## config.mk

```make
export PLATFORM = sky130hd
export DESIGN_NAME = twin_plane_dma
export DESIGN_NICKNAME = d
export VERILOG_FILES = /design/src/rtl/tpd_pkg.sv /design/src/rtl/tpd_plane_bank.sv /design/src/rtl/tpd_sequencer.sv /design/src/rtl/twin_plane_dma.sv
export SDC_FILE = /design/constraint.sdc
export NUM_CORES = 1
export LEC_CHECK = 0
export BUFFER_PORTS_ARGS = -buffer_cell sky130_fd_sc_hd__buf_2
export CAP_MARGIN = 20
export CELL_PAD_IN_SITES_DETAIL_PLACEMENT = 1
export CELL_PAD_IN_SITES_GLOBAL_PLACEMENT = 1
export CORE_MARGIN = 3
export CORE_UTILIZATION = 44
export CTS_CLUSTER_SIZE = 10
export DETAILED_ROUTE_END_ITERATION = 12
export PLACE_DENSITY_LB_ADDON = 0.1
export SYNTH_ARGS = -nofsm -noshare
export SYNTH_HDL_FRONTEND = slang
export SYNTH_SLANG_ARGS = --single-unit
```

## constraint.sdc

```tcl
create_clock -name clk -period 4.7 [get_ports clk]
set_input_delay 1.41 -clock clk [delete_from_list [all_inputs] [get_ports clk]]
set_output_delay 1.41 -clock clk [all_outputs]
set_load 0.05 [all_outputs]
```

## src/rtl/tpd_pkg.sv

```systemverilog
package tpd_pkg;

   typedef enum logic [1:0] {
      ST_IDLE  = 2'd0,
      ST_READ  = 2'd1,
      ST_WRITE = 2'd2
   } seq_state_t;

   localparam logic [1:0] FLD_SRC = 2'd0;
   localparam logic [1:0] FLD_DST = 2'd1;
   localparam logic [1:0] FLD_CNT = 2'd2;

   // word indices of the register window
   localparam int IDX_CFG  = 6;
   localparam int IDX_CMD  = 7;
   localparam int IDX_HALT = 8;
   localparam int IDX_STAT = 9;
   localparam int IDX_FLAG = 10;

   localparam int FIELDS_PER_PLANE = 3;

   function automatic logic [2:0] unit_bytes(input logic [1:0] code);
      case (code)
         2'd1:    return 3'd2;
         2'd2:    return 3'd4;
         default: return 3'd1;
      endcase
   endfunction

endpackage

```

## src/rtl/tpd_plane_bank.sv

```systemverilog
module tpd_plane_bank import tpd_pkg::*; #(
   parameter int unsigned ADDR_W = 32,
   parameter int unsigned CNT_W  = 25,
   parameter int unsigned NPLANE = 2
)(
   input  logic                           clk,
   input  logic                           rst_n,
   input  logic                           wr_en,
   input  logic                           wr_plane,
   input  logic [1:0]                     wr_field,
   input  logic [31:0]                    wr_data,
   input  logic                           busy,
   input  logic                           act_plane,
   input  logic                           step,
   input  logic [2:0]                     step_bytes,
   output logic [NPLANE-1:0][ADDR_W-1:0]  src_o,
   output logic [NPLANE-1:0][ADDR_W-1:0]  dst_o,
   output logic [NPLANE-1:0][CNT_W-1:0]   cnt_o
);

   for (genvar p = 0; p < NPLANE; p++) begin : g_plane
      logic [ADDR_W-1:0] src_r, dst_r;
      logic [CNT_W-1:0]  cnt_r;
      logic              locked, sel_wr, sel_step;

      assign locked   = busy && (act_plane == 1'(p));
      assign sel_wr   = wr_en && (wr_plane == 1'(p)) && !locked;
      assign sel_step = step && (act_plane == 1'(p));

      always_ff @(posedge clk) begin
         if (!rst_n) begin
            src_r <= '0;
            dst_r <= '0;
            cnt_r <= '0;
         end else if (sel_step) begin
            src_r <= src_r + ADDR_W'(step_bytes);
            dst_r <= dst_r + ADDR_W'(step_bytes);
            cnt_r <= cnt_r - CNT_W'(1);
         end else if (sel_wr) begin
            case (wr_field)
               FLD_SRC: src_r <= wr_data[ADDR_W-1:0];
               FLD_DST: dst_r <= wr_data[ADDR_W-1:0];
               FLD_CNT: cnt_r <= wr_data[CNT_W-1:0];
               default: ;
            endcase
         end
      end

      assign src_o[p] = src_r;
      assign dst_o[p] = dst_r;
      assign cnt_o[p] = cnt_r;
   end

endmodule

```

## src/rtl/tpd_sequencer.sv

```systemverilog
module tpd_sequencer import tpd_pkg::*; #(
   parameter int unsigned ADDR_W = 32,
   parameter int unsigned DATA_W = 32,
   parameter int unsigned CNT_W  = 25
)(
   input  logic              clk,
   input  logic              rst_n,
   input  logic              cmd_wr,
   input  logic [2:0]        cmd_bits,
   input  logic              halt_wr,
   input  logic              irq_clr,
   input  logic              dbl_mode,
   input  logic              mode_bad,
   input  logic [CNT_W-1:0]  cnt_act,
   input  logic [ADDR_W-1:0] src_act,
   input  logic [ADDR_W-1:0] dst_act,
   input  logic              mem_ack,
   input  logic [DATA_W-1:0] mem_rdata,
   output logic              mem_req,
   output logic              mem_we,
   output logic [ADDR_W-1:0] mem_addr,
   output logic [DATA_W-1:0] mem_wdata,
   output logic              step,
   output logic              act_plane,
   output logic              running,
   output logic              queue_busy,
   output logic              irq_done
);

   seq_state_t        state_q;
   logic              pend_q, sel_q, act_q, irq_q;
   logic [DATA_W-1:0] hold_q;

   logic qend_now, go_now, arm_now, cnt_zero, start_plane, chain_now;

   always_comb begin
      qend_now    = cmd_wr && cmd_bits[2] && !halt_wr;
      go_now      = cmd_wr && cmd_bits[0] && !cmd_bits[2] && !mode_bad && !halt_wr;
      arm_now     = go_now && cmd_bits[1] && dbl_mode && (state_q != ST_IDLE);
      start_plane = (dbl_mode && cmd_bits[1]) ? sel_q : 1'b0;
      cnt_zero    = (cnt_act == '0);
      chain_now   = dbl_mode && ((pend_q && !qend_now) || arm_now);
      mem_req     = ((state_q == ST_READ) && !cnt_zero) || (state_q == ST_WRITE);
      mem_we      = (state_q == ST_WRITE);
      mem_addr    = (state_q == ST_WRITE) ? dst_act : src_act;
      step        = (state_q == ST_WRITE) && mem_ack && !halt_wr;
   end

   always_ff @(posedge clk) begin
      if (!rst_n) begin
         state_q <= ST_IDLE;
         pend_q  <= 1'b0;
         sel_q   <= 1'b0;
         act_q   <= 1'b0;
         irq_q   <= 1'b0;
         hold_q  <= '0;
      end else begin
         if (irq_clr) irq_q <= 1'b0;
         if (halt_wr) begin
            state_q <= ST_IDLE;
            pend_q  <= 1'b0;
            sel_q   <= 1'b0;
         end else begin
            if (qend_now) begin
               pend_q <= 1'b0;
               sel_q  <= 1'b0;
            end else if (go_now && state_q == ST_IDLE) begin
               act_q   <= start_plane;
               sel_q   <= dbl_mode ? ~start_plane : 1'b0;
               state_q <= ST_READ;
            end else if (arm_now && !pend_q) begin
               pend_q <= 1'b1;
               sel_q  <= act_q;
            end
            case (state_q)
               ST_READ: begin
                  if (cnt_zero) begin
                     irq_q <= 1'b1;
                     if (chain_now) begin
                        act_q  <= ~act_q;
                        pend_q <= 1'b0;
                        sel_q  <= act_q;
                     end else begin
                        state_q <= ST_IDLE;
                        pend_q  <= 1'b0;
                     end
                  end else if (mem_ack) begin
                     hold_q  <= mem_rdata;
                     state_q <= ST_WRITE;
                  end
               end
               ST_WRITE: if (mem_ack) state_q <= ST_READ;
               default: ;
            endcase
         end
      end
   end

   assign mem_wdata  = hold_q;
   assign act_plane  = act_q;
   assign running    = (state_q != ST_IDLE);
   assign queue_busy = running && dbl_mode;
   assign irq_done   = irq_q;

endmodule

```

## src/rtl/twin_plane_dma.sv

```systemverilog
module twin_plane_dma import tpd_pkg::*; #(
   parameter int unsigned ADDR_W = 32,
   parameter int unsigned DATA_W = 32,
   parameter int unsigned CNT_W  = 25,
   parameter int unsigned REG_AW = 6
)(
   input  logic              clk,
   input  logic              rst_n,
   input  logic [REG_AW-1:0] reg_addr,
   input  logic              reg_wr,
   input  logic [31:0]       reg_wdata,
   output logic [31:0]       reg_rdata,
   output logic              mem_req,
   output logic              mem_we,
   output logic [ADDR_W-1:0] mem_addr,
   output logic [1:0]        mem_size,
   output logic [DATA_W-1:0] mem_wdata,
   input  logic              mem_ack,
   input  logic [DATA_W-1:0] mem_rdata,
   output logic              irq_done
);

   localparam int unsigned IDX_W  = REG_AW - 2;
   localparam int unsigned NPLANE = 2;

   if (CNT_W < 25 || CNT_W > 32) begin : g_bad_cnt
      $error("CNT_W must hold a 16 MiB byte-unit count and fit a register");
   end
   if (ADDR_W < 8 || ADDR_W > 32) begin : g_bad_addr
      $error("ADDR_W must lie between 8 and 32");
   end
   if (DATA_W != 32) begin : g_bad_data
      $error("DATA_W must be 32 to carry a 4-byte unit");
   end
   if (REG_AW < 6) begin : g_bad_reg
      $error("REG_AW too small for the register window");
   end

   logic [IDX_W-1:0] idx;
   logic [3:0]       cfg_q;
   logic             plane_wr, plane_sel;
   logic [1:0]       field_sel;
   logic             cmd_wr, halt_wr, irq_clr, dbl_mode, mode_bad;
   logic             step, act_plane, running, queue_busy;

   logic [NPLANE-1:0][ADDR_W-1:0] src_q, dst_q;
   logic [NPLANE-1:0][CNT_W-1:0]  cnt_q;

   assign idx = reg_addr[REG_AW-1:2];

   always_comb begin
      plane_wr  = 1'b0;
      plane_sel = 1'b0;
      field_sel = FLD_SRC;
      if (int'(idx) < NPLANE * FIELDS_PER_PLANE) begin
         plane_wr  = reg_wr;
         plane_sel = (int'(idx) >= FIELDS_PER_PLANE);
         field_sel = 2'(int'(idx) - (plane_sel ? FIELDS_PER_PLANE : 0));
      end
   end

   always_ff @(posedge clk) begin
      if (!rst_n)                             cfg_q <= '0;
      else if (reg_wr && int'(idx) == IDX_CFG) cfg_q <= reg_wdata[3:0];
   end

   assign dbl_mode = (cfg_q[3:2] == 2'b11);
   assign mode_bad = ^cfg_q[3:2];
   assign cmd_wr   = reg_wr && int'(idx) == IDX_CMD;
   assign halt_wr  = reg_wr && int'(idx) == IDX_HALT && reg_wdata[0];
   assign irq_clr  = reg_wr && int'(idx) == IDX_FLAG && reg_wdata[0];
   assign mem_size = cfg_q[1:0];

   tpd_plane_bank #(.ADDR_W(ADDR_W), .CNT_W(CNT_W), .NPLANE(NPLANE)) u_bank (
      .clk        (clk),
      .rst_n      (rst_n),
      .wr_en      (plane_wr),
      .wr_plane   (plane_sel),
      .wr_field   (field_sel),
      .wr_data    (reg_wdata),
      .busy       (running),
      .act_plane  (act_plane),
      .step       (step),
      .step_bytes (unit_bytes(cfg_q[1:0])),
      .src_o      (src_q),
      .dst_o      (dst_q),
      .cnt_o      (cnt_q)
   );

   tpd_sequencer #(.ADDR_W(ADDR_W), .DATA_W(DATA_W), .CNT_W(CNT_W)) u_seq (
      .clk        (clk),
      .rst_n      (rst_n),
      .cmd_wr     (cmd_wr),
      .cmd_bits   (reg_wdata[2:0]),
      .halt_wr    (halt_wr),
      .irq_clr    (irq_clr),
      .dbl_mode   (dbl_mode),
      .mode_bad   (mode_bad),
      .cnt_act    (cnt_q[act_plane]),
      .src_act    (src_q[act_plane]),
      .dst_act    (dst_q[act_plane]),
      .mem_ack    (mem_ack),
      .mem_rdata  (mem_rdata),
      .mem_req    (mem_req),
      .mem_we     (mem_we),
      .mem_addr   (mem_addr),
      .mem_wdata  (mem_wdata),
      .step       (step),
      .act_plane  (act_plane),
      .running    (running),
      .queue_busy (queue_busy),
      .irq_done   (irq_done)
   );

   always_comb begin
      reg_rdata = '0;
      case (int'(idx))
         0:        reg_rdata = 32'(src_q[0]);
         1:        reg_rdata = 32'(dst_q[0]);
         2:        reg_rdata = 32'(cnt_q[0]);
         3:        reg_rdata = 32'(src_q[1]);
         4:        reg_rdata = 32'(dst_q[1]);
         5:        reg_rdata = 32'(cnt_q[1]);
         IDX_CFG:  reg_rdata = {28'd0, cfg_q};
         IDX_STAT: reg_rdata = {29'd0, queue_busy, 1'b0, running};
         IDX_FLAG: reg_rdata = {31'd0, irq_done};
         default:  reg_rdata = '0;
      endcase
   end

endmodule

```

==> impl_metrics.json, run 1 <==
{
  "relSlewSlack_pct": 33.0,
  "clk_path_buf_depth": 3,
  "layout_min_cycle_time_ns": 4.51,
  "clock_latency_ns": 0.56,
  "drt_iter0_markers": 1772,
  "fin_util_pct": 52.4,
  "worstHoldPathCells": 2,
  "overflow": 0,
  "skew_ns": 0.0117,
  "path_cells": "buf_2 -> or2_2 -> nor3_2 -> buf_12 -> a22oi_1 -> nand3_1 -> buf_2",
  "die_x_um": 184,
  "path_buf_inv": 3,
  "p_leak_nw": 6.19,
  "arrival_ns": 3.10,
  "via_per_inst": 6.86,
  "cts_htree_levels": 1,
  "required_ns": 3.29,
  "cts_tree": "yes",
  "setup_viol": 0,
  "drc": 0,
  "gp_congestion": 0.977,
  "layout-drive-gt1-share_pct": 18.7,
  "maxCapViolCount": 0,
  "min-delay-start": "u_seq.mem_wdata[17]",
  "maxSlewViolCount": 0,
  "die_y_um": 184,
  "timing.rr.end": "u_bank.g_plane[0].src_r[18]",
  "syn_area_per_cell_um2": 8.11,
  "syn_nets": 1818,
  "cts_root_buf": "clkbuf_16",
  "critPathLaunch": "reg_addr[2]",
  "yosys_warnings": 0,
  "synth_cells": 1719,
  "run_status": "complete, no violations",
  "clock.fmax_ghz": 0.222,
  "cpLargestDelayFamily": "simple AND/OR/NAND/NOR gates",
  "synth_seq_cells": 220,
  "power.total_mw": 4.42,
  "critPathMaxFanout": 29,
  "dr.pass1.iters": 5,
  "cts_sinks": 220,
  "critPathKind": "input pin to primary output",
  "grt_pass1_wl_mm": 91.3,
  "hold_class": "register to register",
  "regToRegSetupSlack_ns": 1.28,
  "grt_start_max_net_pins": 96,
  "die_area_um2": 33900,
  "setup_tns_ns": 0,
  "mostFrequentLayoutCells": "dfxtp_1, buf_2, nor2_1, nand2_1, a21oi_1",
  "rsz0062_at_grt": "false",
  "vias": 15500,
  "synth_cell_types": 90,
  "period_share_pct": 96.0,
  "core-area_um2": 30900,
  "areaGrowthSynthToFinish_pct": 16.1,
  "start_util_pct": 45.1,
  "place_inst": 2212,
  "fp-row-count": 64,
  "ir_worst_vdd_v": 0.000277,
  "hold_viol": 0,
  "p_per_area_nw_per_um2": 273,
  "synth_edf_count": 0,
  "r2r_start": "cfg_q[0]",
  "layout.cells.non_filler": 2259,
  "post_cts_resized": 0,
  "dp_hpwl_mm": 44.2,
  "cts_hold_buffers": 0,
  "timing.final.ws_setup_ns": 0.188,
  "rr_worst_depth": 12,
  "start_kind": "input pin",
  "async_flop_share_pct": 0,
  "antenna_found_initial": 0,
  "end_kind": "primary output",
  "cpPeakStageDelay_ns": 0.43,
  "crit_slowest_cell": "or2_2",
  "cts_made_buffers": 28,
  "grt_use_total_pct": 34.4,
  "ys_seq_area_share_pct": 31.6,
  "grt_pass1_vias": 15300,
  "num_antenna_cells": 0,
  "synth_ff_type": "dfxtp_1",
  "dp_slack_ns": 0.233,
  "io_buffers": 172,
  "layout_commonest_cell": "dfxtp_1",
  "nFillCells": 3778,
  "finalNetCount": 1945,
  "whs_endpoint": "u_seq.mem_wdata[17]",
  "cts_setup_buffers": 0,
  "cts.clk_slew.worst_paths_ns": 0.06,
  "syn-cell-area_um2": 13900,
  "tightest_slew_ns": 1.00,
  "wl_per_cell_um": 26.3,
  "cp_common_cell": "buf_2",
  "postRouteAntennaNets": 0,
  "wl_mm": 59.4,
  "io_pins": 175
}
-- flip-flops by register name, summed over array words and instances, names as in the netlist --
name                  count
u_bank.g_plane.dst_r     64
u_bank.g_plane.src_r     64
u_bank.g_plane.cnt_r     50
u_seq.mem_wdata          32
cfg_q                     4
u_seq.state_q             2
u_seq.act_plane           1
u_seq.irq_done            1
u_seq.pend_q              1
u_seq.sel_q               1
-- how the worst max path moves through the flow --
stage                     slack, ns             to  cells past startpoint
after global placement         0.24  reg_rdata[11]                      7
after global routing           0.11   reg_rdata[2]                      7
after floorplan                0.16   reg_rdata[3]                      7
after detailed placement       0.23   reg_rdata[9]                      7
final                          0.19   reg_rdata[9]                      7
after CTS                      0.23   reg_rdata[9]                      7
-- cell usage after synthesis, drive strengths merged (11+ instances only) --
library cell	count	share of area, %
dfxtp	220	32
nor2	167	4.5
nand2	131	3.5
a21oi	129	4.6
nand3	99	3.6
a22oi	90	4.8
clkbuf	89	2.4
o21ai	77	2.8
nor3	61	2.2
mux2i	48	3.4
buf	40	1.7
inv	37	1.0
a211oi	34	1.9
nand4	33	1.5
mux4	32	5.2
a31oi	31	1.4
nor4	29	1.5
o211ai	29	1.6
and3	26	1.2
ha	21	1.9
a311oi	19	1.2
and2	17	0.76
or3	16	0.72
a2bb2oi	14	0.88
or2	14	0.63
and4	12	0.75
mux2	12	0.97
nand2b	12	0.56
or4	11	0.67
-- final cells by class --
class / instances / area [um2] / area share, %
Multi-Input combinational cell: 1332 / 8890 / 54.9
Sequential cell: 220 / 4410 / 27.2
Timing Repair Buffer: 226 / 1390 / 8.59
Clock buffer: 43 / 807 / 4.98
Tap cell: 396 / 495 / 3.06
Inverter: 38 / 148 / 0.912
Clock inverter: 4 / 56.3 / 0.348
-- worst register-to-register path, cell delays in order (launching register included) --
cell and delay [ns]:
dfxtp_1 0.37, inv_1 0.09, ha_1 0.39, ha_1 0.23, inv_1 0.07, fa_1 0.43, nand2b_1 0.24, a2111oi_0 0.53
buf_4 0.22, nand2_1 0.18, nor3_1 0.29, nor3_1 0.09, a211oi_1 0.20
-- cells by family (layout without fill, tap and decap cells) --
| logic type | count (synthesis) | after routing | share of synthesized area [%] |
|---|---|---|---|
| buffers and inverters | 167 | 311 | 5.11 |
| AND/OR/NAND/NOR | 664 | 664 | 24.1 |
| multiplexers | 92 | 92 | 9.58 |
| adder cells (fa/ha/maj) | 25 | 25 | 2.46 |
| XOR/XNOR | 9 | 9 | 0.565 |
| AO/OA/AOI/OAI | 542 | 542 | 26.6 |
| flip-flops | 220 | 220 | 31.6 |
-- routing by layer --
metal / share of wire [%] / up-vias / global-route usage [%]
met5: 0 / - / 0
li1: - / 6876 / -
met2: 44 / 723 / 52.7
met3: 8.9 / 122 / 5.72
met4: 3.6 / 0 / 11.5
met1: 44 / 7772 / 49.3
-- where the power goes --
part           switching [mW]  internal (mW)  leakage, nW
sequential             0.0487           1.89         1.78
combinational           0.268          0.124         3.99
clock                   0.869           1.22        0.422
total                    1.19           3.24         6.19
-- through the flow --
stage	hold WS [ns]	area, um2
after floorplan	0.469	13900
after global placement	0.468	15300
after detailed placement	0.482	15300
after CTS	0.497	16200
after global routing	0.535	16200
final	0.490	16200
Note: power is estimated with default switching activity, not from simulation.
==> inputs of run 2 (changes only) <==
CORE_UTILIZATION = 40   (was 44)
clock period = 4.1 ns   (was 4.7 ns; I/O delays follow)
==> run 2 against run 1 <==
Final area is 3.7% higher. Wire length increased by 3.8%. Combinational power grew 23%. Hold slack worse by 0.0011 ns. Worst setup slack got worse by 0.14 ns. Clock skew up 0.030 ns. Critical path depth stayed put. Clock power grew 15%. Highest routed layer unchanged.
==> impl_metrics.json, run 2 (synthesis gave the netlist of run 1 again) <==
{
  "grt_pass1_wl_mm": 93.0,
  "ir_worst_vdd_v": 0.000282,
  "power_frac_seq_pct": 43.4,
  "end_kind": "primary output",
  "run_status": "complete, no violations",
  "start_util_pct": 41.1,
  "dr.pass1.iters": 6,
  "mostFrequentLayoutCells": "dfxtp_1, buf_2, nor2_1, a21oi_1, nand2_1",
  "antenna_found_initial": 2,
  "wl_per_cell_um": 26.2,
  "hold_viol": 0,
  "finalNetCount": 1984,
  "comb_power_share_pct": 9.4,
  "cpPeakStageDelay_ns": 0.34,
  "grt_pass1_vias": 15200,
  "swShare_pct": 27.2,
  "p_per_area_nw_per_um2": 305,
  "clockPowerShare_pct": 47.2,
  "gp_congestion": 0.996,
  "hold_class": "register to register",
  "layout.cells.non_filler": 2350,
  "cp_common_cell": "buf_2",
  "place_inst": 2302,
  "arrival_ns": 2.82,
  "layout_commonest_cell": "dfxtp_1",
  "period_share_pct": 98.8,
  "clock.fmax_ghz": 0.247,
  "cts_made_buffers": 28,
  "p_leak_nw": 6.57,
  "skew_ns": 0.0422,
  "required_ns": 2.87,
  "r2r_start": "cfg_q[0]",
  "rsz0062_at_grt": "false",
  "die_area_um2": 37100,
  "cts_tree": "yes",
  "cts_root_buf": "clkbuf_16",
  "min-delay-start": "u_seq.mem_wdata[14]",
  "critPathKind": "input pin to primary output",
  "drt_iter0_markers": 1683,
  "clock_latency_ns": 0.59,
  "tightest_slew_ns": 1.07,
  "die_x_um": 193,
  "cts.clk_slew.worst_paths_ns": 0.06,
  "path_cells": "buf_2 -> or2_2 -> nor3_2 -> buf_12 -> a22oi_1 -> nand3_2 -> buf_2",
  "core-area_um2": 34000,
  "via_per_inst": 6.62,
  "areaGrowthSynthToFinish_pct": 20.4,
  "setup_viol": 0,
  "setup_tns_ns": 0,
  "num_antenna_cells": 0,
  "timing.rr.end": "u_bank.g_plane[0].src_r[24]",
  "io_pins": 175,
  "grt_use_total_pct": 32.6,
  "die_y_um": 193,
  "crit_slowest_cell": "or2_2",
  "cts_setup_buffers": 0,
  "p_sw_mw": 1.39,
  "dp_hpwl_mm": 46.6,
  "rr_worst_depth": 11,
  "worstHoldPathCells": 2,
  "overflow": 0,
  "cts_htree_levels": 1,
  "critPathMaxFanout": 29,
  "cts_sinks": 220,
  "clk_path_buf_depth": 3,
  "io_buffers": 172,
  "regToRegSetupSlack_ns": 0.65,
  "start_kind": "input pin",
  "maxCapViolCount": 0,
  "grt_start_max_net_pins": 74,
  "reg.largest.list": "u_bank.g_plane.dst_r (64), u_bank.g_plane.src_r (64), u_bank.g_plane.cnt_r (50)",
  "whs_endpoint": "u_seq.mem_wdata[14]",
  "postRouteAntennaNets": 0,
  "wl_mm": 61.6,
  "maxSlewViolCount": 0,
  "layout-drive-gt1-share_pct": 22.1,
  "p_int_mw": 3.73,
  "vias": 15600,
  "fp-row-count": 67,
  "layout_min_cycle_time_ns": 4.05,
  "drc": 0,
  "relSlewSlack_pct": 28.6,
  "cts_hold_buffers": 0
}
==> run 2: through the flow <==
step	hold WS, ns	util, %	area (um2)	setup WS [ns]	total power, mW
6_report	0.489	49.5	16800	0.0478	5.12
5_1_grt	0.531	49.5	16800	0.0114	5.28
4_1_cts	0.500	49.4	16800	0.000644	5.14
3_5_place_dp	0.485	46.8	15900	0.0302	2.73
3_3_place_gp	0.470	46.8	15900	0.106	2.72
2_1_floorplan	0.469	-	14100	-0.0430	2.50
==> run 2: worst max-delay path by stage <==
stage                                           start                           to  slack [ns]  cells after the start
final                                     reg_addr[2]                reg_rdata[11]        0.05                      7
after global routing                      reg_addr[2]                reg_rdata[11]        0.01                      7
after detailed placement                  reg_addr[2]  u_bank.g_plane[0].cnt_r[15]        0.03                      9
after CTS                 u_bank.g_plane[1].cnt_r[11]                      mem_req      0.0006                      6
after floorplan                           reg_addr[2]                 reg_rdata[2]       -0.04                      7
after global placement                    reg_addr[2]  u_bank.g_plane[1].src_r[30]        0.11                     10
==> run 2: what timing repair did <==
| action | in CTS | in global routing |
|---|---|---|
| endpoints found under the setup margin | 0 | 1 |
| hold endpoints to repair | 0 | 0 |
| gates resized for setup | 0 | 3 |
==> run 2: area by class of cell <==
class,instances,area [um2]
well taps,448,561
fillers,4110,17200
repair buffers,265,1770
inverters,38,148
clock inverters,4,56.3
clock buffers,43,807
flip-flops and latches,220,4410
multi-input cells,1332,9040
==> run 2: layer usage <==
metal	up-vias	global-route usage, %	share of wire (%)
met5	-	0	0
met3	121	4.03	8.3
met2	672	49.8	43
met4	0	11.4	3.8
li1	6947	-	-
met1	7823	47.4	44
==> run 2: worst max-delay path: cells and delay by family <==
family          cells  cell delay, ns
buf+inv             3            0.65
simple gates        3            0.69
compound gates      1            0.21
==> run 2: power groups by stage <==
stage	registers, mW	logic [mW]	clock network (mW)
floorplan	2.24	0.258	0
global placement	2.26	0.459	0
detailed placement	2.26	0.470	0
CTS	2.22	0.472	2.45
global route	2.22	0.510	2.55
finish	2.22	0.482	2.41
==> inputs of run 3 (changes only) <==
REMOVE_ABC_BUFFERS = 1   (was not set)
==> run 3 against run 2 <==
Sequential share of layout area increased by 0.39 points. Sequential cell count unchanged. Hold slack got worse by 0.0034 ns. First-iteration DRC count decreased by 18%. Cell count decreased by 0.60%. Clock skew decreased by 0.014 ns. Worst setup slack improved by 0.0062 ns. Final area decreased by 1.5%. Count of clock-buffer cells in the layout unchanged. Register-to-register slack improved by 0.15 ns. Fmax increased by 0.15%. Critical endpoint unchanged.
==> impl_metrics.json, run 3 (synthesis gave the netlist of run 1 again) <==
{
  "cts_hold_buffers": 0,
  "crit_slowest_cell": "or2_2",
  "grt_pass1_vias": 15500,
  "cts_tree": "yes",
  "grt_use_total_pct": 31.9,
  "p_int_mw": 3.72,
  "run_status": "complete, no violations",
  "arrival_ns": 2.82,
  "fp-row-count": 67,
  "grt_start_max_net_pins": 49,
  "clk_path_buf_depth": 3,
  "layout_commonest_cell": "dfxtp_1",
  "hold_viol": 0,
  "cpLargestDelayFamily": "simple AND/OR/NAND/NOR gates",
  "path_cells": "buf_2 -> or2_2 -> nor3_2 -> buf_12 -> a22oi_1 -> nand3_1 -> buf_2",
  "p_leak_nw": 6.34,
  "setup_viol": 0,
  "cts.clk_slew.worst_paths_ns": 0.05,
  "power.total_mw": 5.09,
  "cp_common_cell": "buf_2",
  "layout-drive-gt1-share_pct": 19.8,
  "via_per_inst": 6.58,
  "end_kind": "primary output",
  "wl_met2_mm": 26.2,
  "setup_tns_ns": 0,
  "wl_met3_mm": 5.36,
  "swShare_pct": 26.9,
  "start_util_pct": 41.1,
  "io_pins": 175,
  "path_buf_inv": 3,
  "reg.largest.list": "u_bank.g_plane.dst_r (64), u_bank.g_plane.src_r (64), u_bank.g_plane.cnt_r (50)",
  "overflow": 0,
  "postRouteAntennaNets": 0,
  "cpPeakStageDelay_ns": 0.34,
  "cts_setup_buffers": 0,
  "cts_root_buf": "clkbuf_16",
  "relSlewSlack_pct": 34.0,
  "antenna_found_initial": 0,
  "maxCapViolCount": 0,
  "regToRegSetupSlack_ns": 0.80,
  "cts_sinks": 220,
  "clock_latency_ns": 0.57,
  "num_antenna_cells": 0,
  "critPathMaxFanout": 22,
  "gp_congestion": 0.924,
  "nFillCells": 4128,
  "clock.fmax_ghz": 0.247,
  "multiInputGateArea_um2": 8900,
  "die_x_um": 193,
  "areaGrowthSynthToFinish_pct": 18.7,
  "power_frac_seq_pct": 43.6,
  "tightest_slew_ns": 0.980,
  "start_kind": "input pin",
  "drc": 0,
  "die_area_um2": 37100,
  "io_buffers": 172,
  "die_y_um": 193,
  "ir_worst_vdd_v": 0.000389,
  "required_ns": 2.87,
  "mostFrequentLayoutCells": "dfxtp_1, buf_2, nor2_1, nand2_1, a21oi_1",
  "dp_hpwl_mm": 44.0,
  "route.top_layer_used": "met4",
  "p_per_area_nw_per_um2": 308,
  "p_sw_mw": 1.37,
  "regArea_um2": 4410,
  "finalNetCount": 1970,
  "wl_per_cell_um": 25.7,
  "maxSlewViolCount": 0,
  "dr.pass1.iters": 5,
  "critPathKind": "input pin to primary output",
  "cts_made_buffers": 28,
  "layout_min_cycle_time_ns": 4.05,
  "grt_pass1_wl_mm": 91.7,
  "cts_htree_levels": 1,
  "period_share_pct": 98.7,
  "clockPowerShare_pct": 47.3,
  "vias": 15400,
  "wl_met1_mm": 25.9,
  "core-area_um2": 34000,
  "skew_ns": 0.0282,
  "rsz0062_at_grt": "false",
  "comb_power_share_pct": 9.1,
  "hold_class": "register to register",
  "drt_iter0_markers": 1372,
  "wl_mm": 60.0
}
-- run 3: cell count changes in the layout (fill, tap and decap cells not counted) --
cell | previous run | this run
nand2_2 | 8 | 0
nand3_1 | 76 | 98
nand3_2 | 23 | 1
nor4_1 | 24 | 25
o21ai_1 | 3 | 2
o21ai_2 | 1 | 0
inv_4 | 0 | 1
nor4_2 | 4 | 3
inv_6 | 1 | 0
o21ai_0 | 71 | 73
buf_6 | 0 | 1
nand2_1 | 123 | 131
buf_4 | 77 | 62
-- run 3: worst paths after layout --
kind                            from                     endpoint  cells after the start
setup / recovery         reg_addr[2]                reg_rdata[11]                      7
hold / removal    u_seq.mem_wdata[8]           u_seq.mem_wdata[8]                      2
setup reg to reg            cfg_q[0]  u_bank.g_plane[0].src_r[24]                     11
hold reg to reg   u_seq.mem_wdata[8]           u_seq.mem_wdata[8]                      2
-- run 3: layout make-up --
cell class | instances | share of cell area [%]
clock buffer | 43 | 4.88
tap | 448 | 3.39
clock inverter | 4 | 0.340
sequential | 220 | 26.6
timing repair buffer | 251 | 10.1
inverter | 38 | 0.877
multi-input combinational | 1332 | 53.8
-- run 3: metrics by stage --
stage          hold slack (ns)  setup WS, ns  std cells  utilization [%]  area [um2]
3_5_place_dp             0.480        0.0397       2289             46.2       15700
2_1_floorplan            0.469         -1.30       1590                -       13400
6_report                 0.486        0.0540       2336             48.7       16500
5_1_grt                  0.522        0.0197       2336             48.7       16500
4_1_cts                  0.493        0.0566       2336             48.7       16500
3_3_place_gp             0.469        0.0712       2289             46.2       15700
-- run 3: worst reg2reg max path, stage by stage, from the launching register on --
cell and delay [ns]:
dfxtp_1 0.38, inv_1 0.09, ha_1 0.40, ha_1 0.21, inv_1 0.07, fa_1 0.40
nand2b_1 0.22, a21oi_1 0.33, and2_1 0.41, nand2_1 0.17, or3_1 0.34, a31oi_1 0.20
-- run 3: repair_timing --
item,in CTS,in global routing
setup endpoints to repair,0,2
endpoints found under the hold margin,0,0
gates resized for setup,0,2
-- run 3: power by group through the flow --
stage               registers, mW  logic [mW]  clock network, mW
floorplan                    2.25       0.222                  0
global placement             2.26       0.444                  0
detailed placement           2.26       0.453                  0
CTS                          2.22       0.456               2.45
global route                 2.22       0.496               2.53
finish                       2.22       0.465               2.41
-- run 3: per-layer routing --
metal | up-vias | GRT usage, %
met5 | - | 0
met4 | 0 | 12.3
met3 | 132 | 5.96
met2 | 678 | 49.5
met1 | 7648 | 43.9
li1 | 6911 | -
